`config.mk`:
```
export PLATFORM = sky130hd
export DESIGN_NAME = fir_tdm
export DESIGN_NICKNAME = d
export VERILOG_FILES = /design/src/rtl/fir_tdm_pkg.sv /design/src/rtl/fir_tdm_ram.sv /design/src/rtl/fir_tdm_ctrl.sv /design/src/rtl/fir_tdm_datapath.sv /design/src/rtl/fir_tdm.sv
export SDC_FILE = /design/constraint.sdc
export NUM_CORES = 2
export LEC_CHECK = 0
export BUFFER_PORTS_ARGS = -buffer_cell sky130_fd_sc_hd__buf_2
export CORE_UTILIZATION = 45
export DETAILED_ROUTE_END_ITERATION = 8
export GPL_TIMING_DRIVEN = 0
export PLACE_DENSITY = 0.65
export SKIP_LAST_GASP = 1
export SLEW_MARGIN = 20
export SYNTH_ARGS = -nofsm -noshare
export SYNTH_HDL_FRONTEND = slang
export SYNTH_SLANG_ARGS = --single-unit
```
`constraint.sdc`:
```
create_clock -name clk -period 11.2 [get_ports clk]
set_input_delay 0.56 -clock clk [delete_from_list [all_inputs] [get_ports clk]]
set_output_delay 0.56 -clock clk [all_outputs]
set_load 0.005 [all_outputs]
```
`src/rtl/fir_tdm_pkg.sv`:
```
package fir_tdm_pkg;

  typedef enum logic [1:0] {
    ST_INIT,
    ST_IDLE,
    ST_RUN,
    ST_DRAIN
  } seq_state_t;

  // tap marker carried down the pipeline alongside the data
  typedef struct packed {
    logic vld;
    logic first;
    logic last;
  } tap_tag_t;

  // strobes from sequencer to datapath
  typedef struct packed {
    logic clearMem;
    logic sampWe;
    logic coefWe;
    logic mulEn;
    logic accEn;
    logic accClr;
    logic outLoad;
  } strobe_t;

endpackage

```
`src/rtl/fir_tdm_ram.sv`:
```
module fir_tdm_ram #(
  parameter int WIDTH  = 16,
  parameter int DEPTH  = 16,
  parameter int ADDR_W = 4
) (
  input  logic              clk,
  input  logic              aWe,
  input  logic [ADDR_W-1:0] aAddr,
  input  logic [WIDTH-1:0]  aWdata,
  output logic [WIDTH-1:0]  aRdata,
  input  logic              bWe,
  input  logic [ADDR_W-1:0] bAddr,
  input  logic [WIDTH-1:0]  bWdata,
  output logic [WIDTH-1:0]  bRdata
);

  logic [WIDTH-1:0] mem [DEPTH];

  // both ports in one process; regions never overlap so no write collision
  always_ff @(posedge clk) begin
    if (aWe) mem[aAddr] <= aWdata;
    if (bWe) mem[bAddr] <= bWdata;
    aRdata <= mem[aAddr];
    bRdata <= mem[bAddr];
  end

endmodule

```
`src/rtl/fir_tdm_ctrl.sv`:
```
module fir_tdm_ctrl
  import fir_tdm_pkg::*;
#(
  parameter int TAPS   = 8,
  parameter int IDX_W  = 4,
  parameter int ADDR_W = 4
) (
  input  logic              clk,
  input  logic              rst,
  input  logic              inValid,
  output logic              inReady,
  input  logic              coefWe,
  input  logic [IDX_W-1:0]  coefIdx,
  output logic [ADDR_W-1:0] sampAddr,
  output logic [ADDR_W-1:0] coefAddr,
  output strobe_t           strobe
);

  localparam logic [ADDR_W-1:0] TAPS_A = ADDR_W'(TAPS);
  localparam logic [ADDR_W-1:0] LAST_A = ADDR_W'(TAPS - 1);
  localparam logic [IDX_W-1:0]  TAPS_I = IDX_W'(TAPS);

  seq_state_t        state;
  logic [ADDR_W-1:0] tapCnt;
  logic [ADDR_W-1:0] headPtr;
  logic [ADDR_W-1:0] nextHead;
  logic [ADDR_W-1:0] tapAddr;
  logic              accept;
  logic              coefOk;
  tap_tag_t          issue, s1, s2, s3;

  assign inReady  = (state == ST_IDLE);
  assign accept   = inReady && inValid;
  assign coefOk   = inReady && coefWe && (coefIdx < TAPS_I);
  assign nextHead = (headPtr == LAST_A) ? '0 : headPtr + 1'b1;
  assign tapAddr  = (headPtr >= tapCnt) ? headPtr - tapCnt
                                        : headPtr + TAPS_A - tapCnt;

  always_comb begin
    issue.vld   = (state == ST_RUN);
    issue.first = (tapCnt == '0);
    issue.last  = (tapCnt == LAST_A);
  end

  always_comb begin
    unique case (state)
      ST_INIT: begin
        sampAddr = tapCnt;
        coefAddr = TAPS_A + tapCnt;
      end
      ST_IDLE: begin
        sampAddr = nextHead;
        coefAddr = TAPS_A + (coefOk ? ADDR_W'(coefIdx) : '0);
      end
      ST_RUN: begin
        sampAddr = tapAddr;
        coefAddr = TAPS_A + tapCnt;
      end
      default: begin
        sampAddr = headPtr;
        coefAddr = TAPS_A;
      end
    endcase
  end

  always_comb begin
    strobe.clearMem = (state == ST_INIT);
    strobe.sampWe   = (state == ST_INIT) || accept;
    strobe.coefWe   = (state == ST_INIT) || coefOk;
    strobe.mulEn    = s1.vld;
    strobe.accEn    = s2.vld;
    strobe.accClr   = s2.vld && s2.first;
    strobe.outLoad  = s3.vld && s3.last;
  end

  always_ff @(posedge clk) begin
    if (rst) begin
      state   <= ST_INIT;
      tapCnt  <= '0;
      headPtr <= '0;
      s1      <= '0;
      s2      <= '0;
      s3      <= '0;
    end else begin
      s1 <= issue;
      s2 <= s1;
      s3 <= s2;
      unique case (state)
        ST_INIT: begin
          if (tapCnt == LAST_A) begin
            tapCnt <= '0;
            state  <= ST_IDLE;
          end else begin
            tapCnt <= tapCnt + 1'b1;
          end
        end
        ST_IDLE: begin
          if (accept) begin
            headPtr <= nextHead;
            tapCnt  <= '0;
            state   <= ST_RUN;
          end
        end
        ST_RUN: begin
          if (tapCnt == LAST_A) begin
            tapCnt <= '0;
            state  <= ST_DRAIN;
          end else begin
            tapCnt <= tapCnt + 1'b1;
          end
        end
        default: begin
          if (strobe.outLoad) state <= ST_IDLE;
        end
      endcase
    end
  end

  // each port stays inside its own region
  p_region_split_r11: assert property (@(posedge clk) disable iff (rst)
    (sampAddr < TAPS_A) && (coefAddr >= TAPS_A) && (coefAddr <= LAST_A + TAPS_A));

  // an accepted sample blocks the input on the following cycle
  p_busy_after_accept_r2: assert property (@(posedge clk) disable iff (rst)
    (inValid && inReady) |=> !inReady);

  // no coefficient store while a pass is in flight
  p_coef_locked_r8: assert property (@(posedge clk) disable iff (rst)
    !inReady |-> !(strobe.coefWe && !strobe.clearMem));

  // the output load arrives only while draining
  p_load_in_drain_r3: assert property (@(posedge clk) disable iff (rst)
    strobe.outLoad |-> (state == ST_DRAIN));

endmodule

```
`src/rtl/fir_tdm_datapath.sv`:
```
module fir_tdm_datapath
  import fir_tdm_pkg::*;
#(
  parameter int TAPS   = 8,
  parameter int DATA_W = 16,
  parameter int COEF_W = 16,
  parameter int OUT_W  = 16,
  parameter int SHIFT  = 15,
  parameter int ADDR_W = 4
) (
  input  logic                     clk,
  input  logic                     rst,
  input  strobe_t                  strobe,
  input  logic [ADDR_W-1:0]        sampAddr,
  input  logic [ADDR_W-1:0]        coefAddr,
  input  logic signed [DATA_W-1:0] inData,
  input  logic signed [COEF_W-1:0] coefData,
  output logic                     outValid,
  output logic signed [OUT_W-1:0]  outData
);

  localparam int MEM_W  = (DATA_W > COEF_W) ? DATA_W : COEF_W;
  localparam int PROD_W = DATA_W + COEF_W;
  localparam int ACC_W  = PROD_W + $clog2(TAPS);
  localparam int DEPTH  = 2 * TAPS;
  localparam logic signed [ACC_W:0] OUT_MAX =
    $signed({{(ACC_W - OUT_W + 2){1'b0}}, {(OUT_W - 1){1'b1}}});
  localparam logic signed [ACC_W:0] OUT_MIN = ~OUT_MAX;
  localparam logic signed [ACC_W:0] RND_ADD = (ACC_W + 1)'(1) << (SHIFT - 1);

  logic [MEM_W-1:0]         sampWr, coefWr, sampRd, coefRd;
  logic signed [PROD_W-1:0] prod;
  logic signed [ACC_W-1:0]  acc;
  logic signed [ACC_W-1:0]  prodExt;
  logic signed [ACC_W:0]    accWide;
  logic signed [ACC_W:0]    rounded;
  logic signed [ACC_W:0]    shifted;
  logic signed [OUT_W-1:0]  satVal;

  assign sampWr = strobe.clearMem ? '0 : MEM_W'(inData);
  assign coefWr = strobe.clearMem ? '0 : MEM_W'(coefData);

  fir_tdm_ram #(
    .WIDTH (MEM_W),
    .DEPTH (DEPTH),
    .ADDR_W(ADDR_W)
  ) u_ram (
    .clk   (clk),
    .aWe   (strobe.sampWe),
    .aAddr (sampAddr),
    .aWdata(sampWr),
    .aRdata(sampRd),
    .bWe   (strobe.coefWe),
    .bAddr (coefAddr),
    .bWdata(coefWr),
    .bRdata(coefRd)
  );

  assign prodExt = ACC_W'(prod);
  assign accWide = (ACC_W + 1)'(acc) + (ACC_W + 1)'(prodExt);
  assign rounded = (ACC_W + 1)'(acc) + RND_ADD;
  assign shifted = rounded >>> SHIFT;

  always_comb begin
    if (shifted > OUT_MAX)      satVal = OUT_MAX[OUT_W-1:0];
    else if (shifted < OUT_MIN) satVal = OUT_MIN[OUT_W-1:0];
    else                        satVal = shifted[OUT_W-1:0];
  end

  always_ff @(posedge clk) begin
    if (rst) begin
      prod     <= '0;
      acc      <= '0;
      outValid <= 1'b0;
      outData  <= '0;
    end else begin
      if (strobe.mulEn)
        prod <= $signed(sampRd[DATA_W-1:0]) * $signed(coefRd[COEF_W-1:0]);
      if (strobe.accEn)
        acc <= strobe.accClr ? prodExt : accWide[ACC_W-1:0];
      outValid <= strobe.outLoad;
      if (strobe.outLoad) outData <= satVal;
    end
  end

  // running sum never leaves the accumulator range
  p_no_overflow_r9: assert property (@(posedge clk) disable iff (rst)
    (strobe.accEn && !strobe.accClr) |-> (accWide[ACC_W] == accWide[ACC_W-1]));

  // a result strobe lasts a single cycle
  p_single_pulse_r3: assert property (@(posedge clk) disable iff (rst)
    outValid |=> !outValid);

  // data holds steady between results
  p_hold_output_r6: assert property (@(posedge clk) disable iff (rst)
    !strobe.outLoad |=> $stable(outData));

endmodule

```
`src/rtl/fir_tdm.sv`:
```
module fir_tdm #(
  parameter int TAPS   = 8,
  parameter int DATA_W = 16,
  parameter int COEF_W = 16,
  parameter int OUT_W  = 16,
  parameter int SHIFT  = 15,
  parameter int IDX_W  = $clog2(TAPS) + 1
) (
  input  logic                     clk,
  input  logic                     rst,
  input  logic                     inValid,
  output logic                     inReady,
  input  logic signed [DATA_W-1:0] inData,
  input  logic                     coefWe,
  input  logic [IDX_W-1:0]         coefIdx,
  input  logic signed [COEF_W-1:0] coefData,
  output logic                     outValid,
  output logic signed [OUT_W-1:0]  outData
);

  localparam int ADDR_W = $clog2(2 * TAPS);

  fir_tdm_pkg::strobe_t strobe;
  logic [ADDR_W-1:0]    sampAddr;
  logic [ADDR_W-1:0]    coefAddr;

  fir_tdm_ctrl #(
    .TAPS  (TAPS),
    .IDX_W (IDX_W),
    .ADDR_W(ADDR_W)
  ) u_ctrl (
    .clk     (clk),
    .rst     (rst),
    .inValid (inValid),
    .inReady (inReady),
    .coefWe  (coefWe),
    .coefIdx (coefIdx),
    .sampAddr(sampAddr),
    .coefAddr(coefAddr),
    .strobe  (strobe)
  );

  fir_tdm_datapath #(
    .TAPS  (TAPS),
    .DATA_W(DATA_W),
    .COEF_W(COEF_W),
    .OUT_W (OUT_W),
    .SHIFT (SHIFT),
    .ADDR_W(ADDR_W)
  ) u_dp (
    .clk     (clk),
    .rst     (rst),
    .strobe  (strobe),
    .sampAddr(sampAddr),
    .coefAddr(coefAddr),
    .inData  (inData),
    .coefData(coefData),
    .outValid(outValid),
    .outData (outData)
  );

endmodule

```
==> qor.txt <==
WHS = 286 ps
Initial Util = 45.8%
hold_buf cts = 0
Setup Fix Bufs, Post-CTS = 0
CTS tree = yes
delay-heaviest family, CP = adder cells
Initial DRC Count = 3623
CTS sink count = 390
Area contributors post-synth = edfxtp_1 24%, fa_1 17%, nand2_1 8.7%
core area = 0.0704 mm2
clock transition at the registers of the reported paths = 60 ps
final worst slack = 3840 ps
Total GRT Usage = 38.1%
Post-Synthesis Cells = 3660
# H-tree levels = 2
min-delay worst type = in -> reg
TritonCTS Buffers = 43
status = finished clean
Post-synth EDFFs = 256
final hold violations = 0
share of the synthesized area in the top cell type = 23.9%
height of the die = 270 um
Final min period = 7360 ps
io pins = 58
largest net degree at the start of global routing = 16
f_max = 136 MHz
fin crit share = 65.7%
cts repair resizes = 0
CTS Buffer Depth = 3
fraction of layout instances using a drive strength above 1 = 6.51%
slew margin rel. = 16.9%
Worst path slowest cell = fa_1
vias in the first global route = 28100
Die W = 270 um
Avg Synthesized Cell Area = 8.80 um2
Layout area overhead = 10.1%
Data required, critical path = 11660 ps
synthesized flop and latch total = 390
Post-DP HPWL = 109000 um
routability cong. = 1.07
syn_nets = 4097
cell area after synthesis = 0.0322 mm2
Final Max Tran Viols = 0
root buf cell = clkbuf_16
Setup-failing EPs final = 0
residual DRC count = 0
Max stage delay on crit path = 990 ps
Setup TNS = 0 ps
Arr. time, crit path = 7820 ps
crit-path cells = clkbuf_1 -> nand2_1 -> inv_1 -> fa_1 -> fa_1 -> fa_1 -> fa_1 -> fa_1 -> inv_1 -> fa_1 -> inv_1 -> ha_1 -> clkbuf_1 -> nand3_1 -> nand2_1 -> a21oi_1 -> o41ai_2 -> a31oi_1 -> or4_1 -> o311ai_1
Synth cell types = 90
final clock skew = 57.7 ps
sequential area share after synthesis = 32.2%
number of port buffers = 56
first-pass GRT wire length = 198000 um
RSZ-0062 raised after global routing = false
drt first pass iters = 6
Worst Setup Start Kind = register
pre-CTS setup slack = 3940 ps
die footprint = 0.0727 mm2
Post-Route WL = 139000 um
Post-Route Utilization = 50.4%
wire per inst = 29.2 um
Async SR Flop Fraction = 0%
Setup CP Type = reg -> reg
top-count cell post-synth = nand2_1
vias = 29300
global route total overflow = 0
Primary FF master, synth = edfxtp_1
crit-path most repeated cell = fa_1
clk_lat worst skew = 620 ps
row count = 97
Fillers = 6816
Routed Antenna Nets = 0
area leader, netlist = edfxtp_1
Final #Nets = 4217
CP Max Fanout = 10
antenna violations before repair = 4
Max-Cap Viols = 0
WP buf/inv = 5
top post-synthesis cells by count = 748 x nand2_1, 331 x inv_1, 314 x o21ai_0
Worst Tran Pin Value = 1240 ps
DR vias/cell = 6.17
CP endpoint kind = register
Synth Warn # = 0
[layer usage]
layer / wire, um / global-route usage (%) / part of all wire [%]
met1: 50500 / 45.2 / 36
met2: 63100 / 59.7 / 45
met3: 11700 / 7.87 / 8.4
met4: 13700 / 31.0 / 9.9
met5: 0 / 0 / 0
[cell usage in the layout, fill, tap and decap left out, drive strengths merged, types with 6 or more instances in the layout]
master and instances:
nand2 749, inv 333, o21ai 329, fa 267, edfxtp 256, clkbuf 225, and2 197, a21oi 176
buf 159, dfxtp 134, ha 130, nor2 129, a211oi 95, a221oi 59, nand2b 53, xnor2 53
a311oi 47, a31oi 46, nor2b 37, nand3 33, mux2i 32, a21o 26, nor3 26, o221ai 18
xor2 16, o211ai 14, o22a 13, o22ai 12, clkinv 12, o21bai 11, o21a 9, nand4 9
and3 6
[cells by family (layout without fill, tap and decap cells)]
logic type | count (synthesis) | in the layout | share of synthesized area [%]
buffers and inverters | 586 | 738 | 7.13
muxes | 35 | 35 | 1.10
DFF | 390 | 390 | 32.2
other | 0 | 3 | 0
AOI/OAI and AO/OA | 913 | 913 | 18.2
and+or+nand+nor | 1269 | 1269 | 17.9
adders and majority gates | 398 | 398 | 21.7
xor gates and xnor gates | 69 | 69 | 1.88
[cell type report]
cell class / count / area [um2] / area share [%]
tap: 940 / 1180 / 3.32
buffer: 254 / 1050 / 2.96
clock inverter: 22 / 248 / 0.699
inverter: 332 / 1250 / 3.51
timing repair buffer: 75 / 509 / 1.44
antenna: 3 / 7.51 / 0.0212
clock buffer: 55 / 1190 / 3.37
multi-input combinational: 2684 / 19700 / 55.4
sequential: 390 / 10400 / 29.2
[registers in the layout (all words and copies together), names as in the netlist, 2 cells and up]
register	cells
u_dp.prod	32
u_ctrl.s1	2
u_ctrl.strobe	2
u_ctrl.tapCnt	4
u_dp.u_ram.bRdata	16
u_ctrl.headPtr	4
u_dp.u_ram.mem	256
u_dp.outData	16
u_ctrl.s3	2
u_dp.u_ram.aRdata	16
u_dp.acc	35
u_ctrl.s2	2
u_ctrl.state	2
[worst register-to-register path: stages (launching register included)]
cell,delay (ps)
dfxtp_1,510
clkbuf_1,520
nand2_1,190
inv_1,170
fa_1,560
fa_1,1000
fa_1,560
fa_1,520
fa_1,540
inv_1,50
fa_1,470
inv_1,40
ha_1,260
clkbuf_1,300
nand3_1,160
nand2_1,80
a21oi_1,90
o41ai_2,430
a31oi_1,240
or4_1,440
o311ai_1,110
[path summary, 6_finish.rpt]
path / from / to / slack (ps) / cells after the start
max: u_dp.u_ram.aRdata[15]$_DFF_P_ / u_dp.prod[29]$_SDFFE_PP0P_ / 3840 / 20
min: inValid / u_ctrl.headPtr[1]$_SDFFE_PP0P_ / 290 / 3
max reg2reg: u_dp.u_ram.aRdata[15]$_DFF_P_ / u_dp.prod[29]$_SDFFE_PP0P_ / 3840 / 20
min reg2reg: u_ctrl.s2[0]$_SDFF_PP0_ / u_ctrl.s3[0]$_SDFF_PP0_ / 440 / 1
[stage by stage]
stage                     instances  instance area [um2]
after global placement         4656                33700
after floorplan                3660                32200
after CTS                      4750                35400
after global routing           4752                35500
final                          4755                35500
after detailed placement       4673                34000
Power is left out: the tool's default activity adds up to more than one toggle a clock period on the data nets, which glitch-free logic cannot reach.
